### src/rtl/sysctl_pkg.sv
// Shared constants and word indices for the system controller register bank.
// Assumes a 32-bit data path and a 16-word map.
package sysctl_pkg;
    localparam int DATA_W     = 32;
    localparam int NUM_TMR    = 2;
    localparam int WORD_LSB   = 2;
    localparam int WORD_IDX_W = 4;
    localparam int SLOT_W     = 2;
    localparam int MAP_TOP    = WORD_LSB + WORD_IDX_W;

    typedef enum logic [WORD_IDX_W-1:0] {
        W_GPIO_IN  = 4'd0,
        W_GPIO_OUT = 4'd1,
        W_GPIO_IEN = 4'd2,
        W_RCFG     = 4'd13,
        W_CAPS     = 4'd14,
        W_SYSID    = 4'd15
    } word_e;

    typedef enum logic [SLOT_W-1:0] {
        T_CTRL = 2'd0,
        T_CMP  = 2'd1,
        T_CNT  = 2'd2
    } tslot_e;

    localparam logic [15:0]       SHUTDOWN_CODE = 16'h000E;
    localparam logic [DATA_W-1:0] RCFG_READY    = 32'h0000_0001;
endpackage

### src/rtl/sysctl_decode.sv
// Address decoder: turns a byte address and write strobe into per-register
// write enables and side-effect hits. Purely combinational.
// Assumes ADDR_W >= 6. Addresses at or above 0x40 are unmapped.
module sysctl_decode
    import sysctl_pkg::*;
#(
    parameter int ADDR_W = 8
) (
    input  logic                  wr_en,
    input  logic [ADDR_W-1:0]     addr,
    input  logic [15:0]           wcode,
    output logic                  in_map,
    output logic [WORD_IDX_W-1:0] word,
    output logic                  wr_gpio_out,
    output logic                  wr_gpio_ien,
    output logic [NUM_TMR-1:0]    wr_tctrl,
    output logic [NUM_TMR-1:0]    wr_tcmp,
    output logic [NUM_TMR-1:0]    wr_tcnt,
    output logic                  hit_shutdown,
    output logic                  hit_sysrst
);
    logic wr_ok;

    // Word index, map range and the fixed-word write enables
    always_comb begin
        word         = addr[WORD_LSB +: WORD_IDX_W];
        in_map       = (addr >> MAP_TOP) == '0;
        wr_ok        = wr_en && in_map;
        wr_gpio_out  = wr_ok && (word == W_GPIO_OUT);
        wr_gpio_ien  = wr_ok && (word == W_GPIO_IEN);
        hit_shutdown = wr_ok && (word == W_RCFG) && (wcode == SHUTDOWN_CODE);
        hit_sysrst   = wr_ok && (word == W_SYSID);
    end

    // Timer group t occupies word group t+1; slot is the low index bits
    for (genvar t = 0; t < NUM_TMR; t++) begin : g_tdec
        logic grp_hit;
        assign grp_hit     = wr_ok && (word[WORD_IDX_W-1:SLOT_W] == SLOT_W'(t + 1));
        assign wr_tctrl[t] = grp_hit && (word[SLOT_W-1:0] == T_CTRL);
        assign wr_tcmp[t]  = grp_hit && (word[SLOT_W-1:0] == T_CMP);
        assign wr_tcnt[t]  = grp_hit && (word[SLOT_W-1:0] == T_CNT);
    end
endmodule

### src/rtl/sysctl_gpio.sv
// GPIO registers: input synchronizer and capture, output word, interrupt
// enable and change-detect interrupt. The pins are asynchronous. The
// synchronizer and capture reset to the strap value, so no change is
// reported when reset is released.
module sysctl_gpio #(
    parameter int                GPIO_W = 32,
    parameter logic [GPIO_W-1:0] STRAP  = GPIO_W'(1)
) (
    input  logic              clk,
    input  logic              rst_n,
    input  logic [GPIO_W-1:0] pins,
    input  logic              wr_out,
    input  logic              wr_ien,
    input  logic [GPIO_W-1:0] wdata,
    output logic [GPIO_W-1:0] in_q,
    output logic [GPIO_W-1:0] out_q,
    output logic [GPIO_W-1:0] ien_q,
    output logic              irq
);
    logic [GPIO_W-1:0] sync1, sync2;

    // Two-stage synchronizer followed by the capture register
    always_ff @(posedge clk) begin
        if (!rst_n) begin
            sync1 <= STRAP;
            sync2 <= STRAP;
            in_q  <= STRAP;
        end else begin
            sync1 <= pins;
            sync2 <= sync1;
            in_q  <= sync2;
        end
    end

    // Software-written output and enable words
    always_ff @(posedge clk) begin
        if (!rst_n) begin
            out_q <= '0;
            ien_q <= '0;
        end else begin
            if (wr_out) out_q <= wdata;
            if (wr_ien) ien_q <= wdata;
        end
    end

    // One-cycle pulse when an enabled bit is about to change in the capture
    always_ff @(posedge clk) begin
        if (!rst_n) irq <= 1'b0;
        else        irq <= |((sync2 ^ in_q) & ien_q);
    end
endmodule

### src/rtl/sysctl_tmr_regs.sv
// Configuration words of one timer: control, compare and count load.
// Plain storage that the external timer engine reads.
module sysctl_tmr_regs
    import sysctl_pkg::*;
(
    input  logic              clk,
    input  logic              rst_n,
    input  logic              wr_ctrl,
    input  logic              wr_cmp,
    input  logic              wr_cnt,
    input  logic [DATA_W-1:0] wdata,
    output logic [DATA_W-1:0] ctrl_q,
    output logic [DATA_W-1:0] cmp_q,
    output logic [DATA_W-1:0] cnt_q
);
    // Store each word on its own write enable
    always_ff @(posedge clk) begin
        if (!rst_n) begin
            ctrl_q <= '0;
            cmp_q  <= '0;
            cnt_q  <= '0;
        end else begin
            if (wr_ctrl) ctrl_q <= wdata;
            if (wr_cmp)  cmp_q  <= wdata;
            if (wr_cnt)  cnt_q  <= wdata;
        end
    end
endmodule

### src/rtl/sysctl_regbank.sv
// System controller register bank: 16 words on a strobe bus with registered
// read data. Side-effect writes raise one-cycle shutdown and system reset
// requests. Accesses are assumed to be full words; byte lanes are not used.
module sysctl_regbank
    import sysctl_pkg::*;
#(
    parameter int                ADDR_W = 8,
    parameter int                GPIO_W = 32,
    parameter logic [GPIO_W-1:0] STRAP  = GPIO_W'(1),
    parameter logic [31:0]       CAPS   = 32'h0000_0000,
    parameter logic [31:0]       SYS_ID = 32'h1001_4D31
) (
    input  logic                            clk,
    input  logic                            rst_n,
    input  logic                            bus_wr_en,
    input  logic                            bus_rd_en,
    input  logic [ADDR_W-1:0]               bus_addr,
    input  logic [31:0]                     bus_wdata,
    output logic [31:0]                     bus_rdata,
    input  logic [GPIO_W-1:0]               gpio_pins,
    output logic [GPIO_W-1:0]               gpio_out,
    output logic [GPIO_W-1:0]               gpio_irq_en,
    output logic                            gpio_irq,
    output logic [sysctl_pkg::NUM_TMR-1:0][31:0] tmr_ctrl,
    output logic [sysctl_pkg::NUM_TMR-1:0][31:0] tmr_compare,
    output logic [sysctl_pkg::NUM_TMR-1:0][31:0] tmr_count,
    output logic                            shutdown_req,
    output logic                            sysrst_req
);
    logic                  in_map;
    logic [WORD_IDX_W-1:0] word;
    logic                  wr_gpio_out, wr_gpio_ien;
    logic [NUM_TMR-1:0]    wr_tctrl, wr_tcmp, wr_tcnt;
    logic                  hit_shutdown, hit_sysrst;
    logic [GPIO_W-1:0]     gpio_in_q;
    logic [DATA_W-1:0]     rd_mux;

    sysctl_decode #(.ADDR_W(ADDR_W)) u_dec (
        .wr_en        (bus_wr_en),
        .addr         (bus_addr),
        .wcode        (bus_wdata[15:0]),
        .in_map       (in_map),
        .word         (word),
        .wr_gpio_out  (wr_gpio_out),
        .wr_gpio_ien  (wr_gpio_ien),
        .wr_tctrl     (wr_tctrl),
        .wr_tcmp      (wr_tcmp),
        .wr_tcnt      (wr_tcnt),
        .hit_shutdown (hit_shutdown),
        .hit_sysrst   (hit_sysrst)
    );

    sysctl_gpio #(.GPIO_W(GPIO_W), .STRAP(STRAP)) u_gpio (
        .clk    (clk),
        .rst_n  (rst_n),
        .pins   (gpio_pins),
        .wr_out (wr_gpio_out),
        .wr_ien (wr_gpio_ien),
        .wdata  (bus_wdata[GPIO_W-1:0]),
        .in_q   (gpio_in_q),
        .out_q  (gpio_out),
        .ien_q  (gpio_irq_en),
        .irq    (gpio_irq)
    );

    for (genvar t = 0; t < NUM_TMR; t++) begin : g_tmr
        sysctl_tmr_regs u_tregs (
            .clk     (clk),
            .rst_n   (rst_n),
            .wr_ctrl (wr_tctrl[t]),
            .wr_cmp  (wr_tcmp[t]),
            .wr_cnt  (wr_tcnt[t]),
            .wdata   (bus_wdata),
            .ctrl_q  (tmr_ctrl[t]),
            .cmp_q   (tmr_compare[t]),
            .cnt_q   (tmr_count[t])
        );
    end

    // Read multiplexer; reserved and unmapped words give zero
    always_comb begin
        rd_mux = '0;
        if (in_map) begin
            case (word)
                W_GPIO_IN:  rd_mux = DATA_W'(gpio_in_q);
                W_GPIO_OUT: rd_mux = DATA_W'(gpio_out);
                W_GPIO_IEN: rd_mux = DATA_W'(gpio_irq_en);
                W_RCFG:     rd_mux = RCFG_READY;
                W_CAPS:     rd_mux = CAPS;
                W_SYSID:    rd_mux = SYS_ID;
                default: begin
                    for (int t = 0; t < NUM_TMR; t++) begin
                        if (word[WORD_IDX_W-1:SLOT_W] == SLOT_W'(t + 1)) begin
                            case (word[SLOT_W-1:0])
                                T_CTRL:  rd_mux = tmr_ctrl[t];
                                T_CMP:   rd_mux = tmr_compare[t];
                                T_CNT:   rd_mux = tmr_count[t];
                                default: rd_mux = '0;
                            endcase
                        end
                    end
                end
            endcase
        end
    end

    // Registered read data, held between reads
    always_ff @(posedge clk) begin
        if (!rst_n)         bus_rdata <= '0;
        else if (bus_rd_en) bus_rdata <= rd_mux;
    end

    // One-cycle request pulses from side-effect writes
    always_ff @(posedge clk) begin
        if (!rst_n) begin
            shutdown_req <= 1'b0;
            sysrst_req   <= 1'b0;
        end else begin
            shutdown_req <= hit_shutdown;
            sysrst_req   <= hit_sysrst;
        end
    end
endmodule

### config.mk
export PLATFORM = sky130hd
export DESIGN_NAME = sysctl_regbank
export DESIGN_NICKNAME = d
export VERILOG_FILES = /design/src/rtl/sysctl_pkg.sv /design/src/rtl/sysctl_decode.sv /design/src/rtl/sysctl_gpio.sv /design/src/rtl/sysctl_tmr_regs.sv /design/src/rtl/sysctl_regbank.sv
export SDC_FILE = /design/constraint.sdc
export NUM_CORES = 1
export LEC_CHECK = 0
export BUFFER_PORTS_ARGS = -buffer_cell sky130_fd_sc_hd__buf_2
export CAP_MARGIN = 20
export CELL_PAD_IN_SITES_DETAIL_PLACEMENT = 1
export CELL_PAD_IN_SITES_GLOBAL_PLACEMENT = 2
export CORE_MARGIN = 2
export CORE_UTILIZATION = 34
export DETAILED_ROUTE_END_ITERATION = 12
export GPL_TIMING_DRIVEN = 1
export PLACE_DENSITY = 0.88
export REMOVE_ABC_BUFFERS = 1
export SYNTH_ARGS = -nofsm -noshare
export SYNTH_HDL_FRONTEND = slang
export SYNTH_SLANG_ARGS = --single-unit
### constraint.sdc
create_clock -name clk -period 3.97 [get_ports clk]
set_clock_uncertainty 0.15 [all_clocks]
set_input_delay 0.794 -clock clk [delete_from_list [all_inputs] [get_ports clk]]
set_output_delay 0.794 -clock clk [all_outputs]
set_load 0.005 [all_outputs]
# == Word level (Yosys, flattened, before mapping) ==
# Cells that the tools add are included.
# op_classes
n_mux,6
shifts,0
n_reduce_logical,18
n_lt_le_gt_ge,0
bitwise_logic,2
mul,0
n_addsub,0
div_mod_pow,0
eq_ne,10
# ops
operator,count
32-bit case mux with 3 select lines,2
32-bit case mux with 6 select lines,1
32-bit 2-to-1 mux,3
32-bit AND,1
32-bit OR reduction,1
32-bit XOR,1
"16-bit by 4-bit equality test with 1-bit output, second input constant",1
1-bit logical AND,14
"4-bit equality test, second input constant",3
8-bit zero test,1
"2-bit by 1-bit equality test with 1-bit output, second input constant",2
"2-bit equality test, second input constant",2
"4-bit by 1-bit equality test with 1-bit output, second input constant",1
"4-bit by 2-bit equality test with 1-bit output, second input constant",1
4-bit zero test,1
2-bit zero test,1
# word_totals
rom_bits,0
inputBits,76
out_inout_bits,291
latch_bits,0
elab_cells,51
mem_bits_rw,0
register_bits,387
n_memories,0

# == Longest topological paths before layout ==
# logic_depth
word_depth,6
ltp_mapped,8
depth_no_buf,5

# == Modules after synthesis ==
# From an unflattened synthesis, not the netlist that was laid out.
# unflattened
hier_cells,1561
area_unflattened_um2,16965.0
# by_module_without_submodules
module,area_each_um2,seq_area_each_um2,cells_each,n_inst
sysctl_tmr_regs,3753.6,1921.8,310,2
sysctl_gpio,5432.7,3223.1,462,1
sysctl_regbank,3837.4,680.7,451,1
sysctl_decode,187.7,0.0,28,1

# == Least setup slack after synthesis ==
# Ideal clock, no wire load.
# synth_timing
path_kind,input-to-reg
startpoint,input bus_addr[3]
endpoint,register bus_rdata[12]
setup_ps,117
n_path_buf,3
required_ps,3703
path_stages,8
setup_slack_ps,1597
arrival_ps,2106
cell_sequence,buf_2 > buf_2 > buf_2 > mux2i_1 > o2bb2ai_1 > a22oi_1 > nand2_1 > a32o_1
# synth_between
elab_chain_cells,6
elab_cells_between_ends,15
classes_between,eq/ne: 7; mux: 6; reduce/logical: 2
# synth_rtl
item,line_no,rtl
"start, declared",sysctl_regbank.sv:17,"input logic [ADDR_W-1:0] bus_addr,"
"2-bit equality test, or another cell as far along",sysctl_regbank.sv:94,case (word[SLOT_W-1:0])
32-bit case mux with 3 select lines,sysctl_regbank.sv:94,
32-bit 2-to-1 mux (2 in series),sysctl_regbank.sv:93,if (word[WORD_IDX_W-1:SLOT_W] == SLOT_W'(t + 1)) begin
32-bit case mux with 6 select lines *,sysctl_regbank.sv:84,case (word)
32-bit 2-to-1 mux *,sysctl_regbank.sv:83,if (in_map) begin
"end signal, assigned",sysctl_regbank.sv:110,else if (bus_rd_en) bus_rdata <= rd_mux;
"end, declared",sysctl_regbank.sv:19,"output logic [31:0] bus_rdata,"
# Mark *: on every way between the ends. The rest lies on a longest branch, timed or not.
# A chain may end at the register's enable or synchronous reset.

# == Worst setup path in the final report ==
# layout_timing
startpoint,input bus_addr[7]
endpoint,register g_tmr[1].u_tregs.ctrl_q[25]
# layout_between
elab_chain_cells,4
# layout_rtl
item,line_no,rtl
8-bit zero test,sysctl_decode.sv:27,in_map = (addr >> MAP_TOP) == '0;
1-bit logical AND,sysctl_decode.sv:28,wr_ok = wr_en && in_map;
1-bit logical AND,sysctl_decode.sv:38,assign grp_hit = wr_ok && (word[WORD_IDX_W-1:SLOT_W] == SLOT_W'(t + 1));
1-bit logical AND,sysctl_decode.sv:39,assign wr_tctrl[t] = grp_hit && (word[SLOT_W-1:0] == T_CTRL);
"end signal, assigned",sysctl_tmr_regs.sv:23,if (wr_ctrl) ctrl_q <= wdata;
"end, declared",sysctl_tmr_regs.sv:12,"output logic [DATA_W-1:0] ctrl_q,"
# Every way passes these cells.

==> run summary <==
The sequential cells in the finished layout cover a total of 7747 sq um. Synthesis instantiated 43 different standard cells from the library. For this run the aggregate overflow at the end of global routing stands at 0.

The global-route wire length before repair is 101,100 microns. Once placement completed, the tool counted placed cells totaling 2,759. The type of the setup path with the least slack is input port to flip-flop.

The top-level port count is 367. From bottom edge to top edge, the die measures 224.0 microns. The most frequently used flop master after synthesis is dfxtp_1.

The largest driver fanout on the critical path is 24. The count of warnings emitted by yosys is 0. The number of gates resized after cts is 0. In this run the most critical hold path is launched from gpio_pins[0].

The largest single stage delay on the critical path is 610 ps. The via count is 15,130. The post-placement worst setup slack came out at 624.0 ps. The tool flagged a number of max-cap violations equal to 0. For this block, the routed nets add up to 69,010 microns of wire. The number of antenna violations at the first check in global routing is 2.

The start of the worst register-to-register path is u_gpio.in_q[19]. The count of state elements after synthesis is 387. The flow ran to the end, and the final reports show no timing, DRC or antenna violations. The critical path buffer and inverter count is 2. The largest individual stage delay along the critical path comes from the cell nand2_2. The number of global-route vias before repair is 15,650. STA puts the critical path data arrival time at 3060 ps. The insertion delay of the later-clocked pin in the worst-skew pair came out at 580 ps.

The total power density per cell area came out at 443.7 nW/um^2. The highest attainable clock frequency is 0.3649 GHz. The pin count of the biggest net entering global routing is 207. The static power due to leakage is 8.441 nW.

The die covers 50,180 sq um. The cell area that synthesis handed to floorplanning was 16,460 sq um. The reg-to-reg setup timing slack came out at 2050 ps. The endpoint identified for the worst register-to-register timing path is u_gpio.irq. The worst path required time came out at 4290 ps.

The chip width is 224.0 microns. TritonCTS created 45 clock buffers. The remaining antenna violation count after routing is 0. Setup repair after global routing left no endpoint under its margin. The number of endpoints with negative hold slack in the final report is 0.

The sink count of the clock tree came out at 387. The maximum level of the CTS H-tree is 2. The total power is 9.033 mW. For this run, asynchronously set or reset flops after synthesis account for 0%. The total count of max-transition violations in the final report came to 0. Counting I/O delays and the setup requirement, the final critical path takes 2741 ps. The clock passes through at most 3 buffers. The first-pass iteration count of the detailed router came out at 5. The share of synthesized area occupied by flip-flops and latches came out at 47.08%.

The maximum VDD drop is 263.2 uV. In the routed layout, each cell is associated on average with a via count of 5.324. For this design, the CTS-stage hold fixing added 0 buffers. In this run the worst setup path terminates at g_tmr[1].u_tregs.ctrl_q[25]. The effective utilization at floorplan came out at 34.47%. The area growth from synthesis to layout is 23.71%.

The kind of cell with the highest combined delay along the critical path is simple AND/OR/NAND/NOR gates. Measured in cells, the most critical reg-to-reg path has a length of 5. The number of placement rows is 80.

The clock-pin slew on the worst setup and hold paths came out at 60 ps. The tree is rooted in a clkbuf_16. The total DRC errors in the routed layout came out at 0. The global placement routability congestion is 0.8083. After synthesis, the mean cell area works out to 8.562 sq um. The total number of nets in the final design is 2,267. The worst setup path is captured at a flip-flop. The worst setup path is launched from an input port. The multi-input gate area in the final layout came out at 7981 sq um. The count of filler cells inserted in the layout came out at 5,635. After legalization and detailed placement, the total HPWL measured 45,600 microns.

TritonCTS built the clock tree. The core region is 47,750 sq um. The final routed wire length divided by cell count came out at 24.28 microns.

Cells with a size suffix above 1 make up 22.47% of the layout. The quantity of I/O buffers inserted on ports is 364. After routing the design area is 20,360 sq um. The share of the clock period used by the worst path after layout came out at 69.03%. The post-CTS setup buffer count is 0. The first-iteration detailed-routing DRC count is 965. The logic depth of the worst path, buffers included is 7. For this run, the number of standard cells in the final layout without fillers is 2,842. The worst setup path startpoint is bus_addr[7].

The worst setup margin came out at 1229 ps. The tightest min-delay check is of the input port to flip-flop type. The area after detailed placement came out at 18,750 sq um. The post-synthesis cell count came out at 1,922. The final-report setup violation count came out at 0.

The synthesized design contains 0 enable-type register cells. In this run the tightest slew margin relative to its limit is 30.98%. Traced cell by cell, the critical path runs through buf_2 > or3b_1 > nor2_1 > nand2_2 > buf_4 > nand2_1 > a21boi_1. The pin slew with the least headroom to its limit is 1035 ps. Global routing used 27.03% of the available tracks.
placed cells by master (no fill, tap or decap), drive strengths merged:
| cell | netlist | routed |
|---|---|---|
| nand2 | 577 | 577 |
| buf | 82 | 402 |
| dfxtp | 387 | 387 |
| a21boi | 256 | 256 |
| and2 | 93 | 93 |
| mux2i | 85 | 85 |
| clkbuf | 99 | 70 |
| o21ai | 58 | 58 |
| o2bb2ai | 48 | 48 |
| a21oi | 41 | 41 |
| nor2 | 41 | 41 |
| a22oi | 35 | 35 |
| xor2 | 32 | 32 |
| a32o | 26 | 26 |
| a22o | 9 | 9 |
| a221oi | 8 | 8 |
| nand2b | 6 | 6 |
| o221ai | 6 | 6 |
| bufinv | 0 | 6 |
| clkinv | 0 | 5 |
| nor3 | 5 | 5 |
| nand3 | 5 | 5 |
| nand4 | 4 | 4 |
| inv | 2 | 3 |
| diode | 0 | 2 |
| nor2b | 2 | 2 |
| or4 | 2 | 2 |
| nor4 | 2 | 2 |
| or3 | 2 | 2 |
| or2 | 2 | 2 |
| o21a | 1 | 1 |
| and3 | 1 | 1 |
| and4b | 1 | 1 |
| o31a | 1 | 1 |
| o22ai | 1 | 1 |
| or3b | 1 | 1 |
| nor3b | 1 | 1 |
through the flow:
stage                     util, %  setup TNS [ps]  hold slack, ps
after floorplan                 -         -181550           236.3
after global placement      39.27               0           263.8
after detailed placement    39.27               0           256.0
after CTS                   42.63               0           239.3
after global routing        42.64               0           252.2
final                       42.64               0           267.8
how the worst min path moves through the flow:
stage / slack [ps] / endpoint / depth (start not counted)
final: 270 / u_gpio.sync1[0] / 2
after global routing: 250 / u_gpio.sync1[10] / 2
after CTS: 240 / u_gpio.sync1[12] / 2
after detailed placement: 260 / u_gpio.sync2[0] / 1
after global placement: 260 / u_gpio.sync2[27] / 1
after floorplan: 240 / u_gpio.sync2[0] / 1
synth_stat cells, types with 9 or more instances:
library cell	number	share of area, %
o21ai_0	57	1.7
nor2_1	39	0.89
o2bb2ai_1	48	2.6
a21oi_1	41	1.2
dfxtp_1	387	47
a21boi_1	56	2.6
a22o_1	9	0.48
nand2_1	577	13
a22oi_1	35	1.6
xor2_1	32	1.7
clkbuf_1	99	2.3
and2_1	93	3.5
a32o_1	26	1.6
a21boi_0	200	9.1
mux2i_1	85	5.2
buf_2	55	1.7
buf_4	16	0.73
flip-flops by register name, indices dropped and copies added, names as in the netlist, 32 cells and up:
| register | flops |
|---|---|
| g_tmr.u_tregs.cmp_q | 64 |
| g_tmr.u_tregs.cnt_q | 64 |
| g_tmr.u_tregs.ctrl_q | 64 |
| bus_rdata | 32 |
| u_gpio.ien_q | 32 |
| u_gpio.in_q | 32 |
| u_gpio.out_q | 32 |
| u_gpio.sync1 | 32 |
| u_gpio.sync2 | 32 |
metal layers:
layer,up-vias,share of wire (%),track usage [%]
met1,7559,43,34.40
met3,105,5.9,5.063
met4,0,3.0,8.473
met2,472,48,46.20
li1,6995,-,-
met5,-,0,0
where the power goes:
group          leakage (nW)  internal [mW]  switching, mW  total [mW]
registers              3.13           3.94         0.0305        3.97
clock network         0.792           2.79           1.73        4.52
logic                  4.51          0.180          0.362       0.542
logic make-up (layout without fill, tap and decap cells):
kind of cell	after synthesis	count (layout)	synth area share, %
compound gates	490	490	21.78
xor+xnor	32	32	1.703
buf+inv	183	486	5.094
flops	387	387	47.08
mux	85	85	5.170
other cells	0	2	0
simple gates	745	745	19.17
final cells by class:
type / count / area share, %
multi-input cells: 1352 / 39.20
diodes: 2 / 0.02458
clock inverters: 12 / 1.051
well taps: 615 / 3.780
repair buffers: 403 / 11.03
inverters: 2 / 0.03688
flip-flops and latches: 387 / 38.06
clock buffers: 69 / 6.822
worst reg2reg max path: stages (launching register included):
cell and delay (ps):
dfxtp_1 320, xor2_1 160, a22o_1 230, a221oi_1 490
nand4_1 150, o31a_1 320
(Power assumes the default switching activity.)
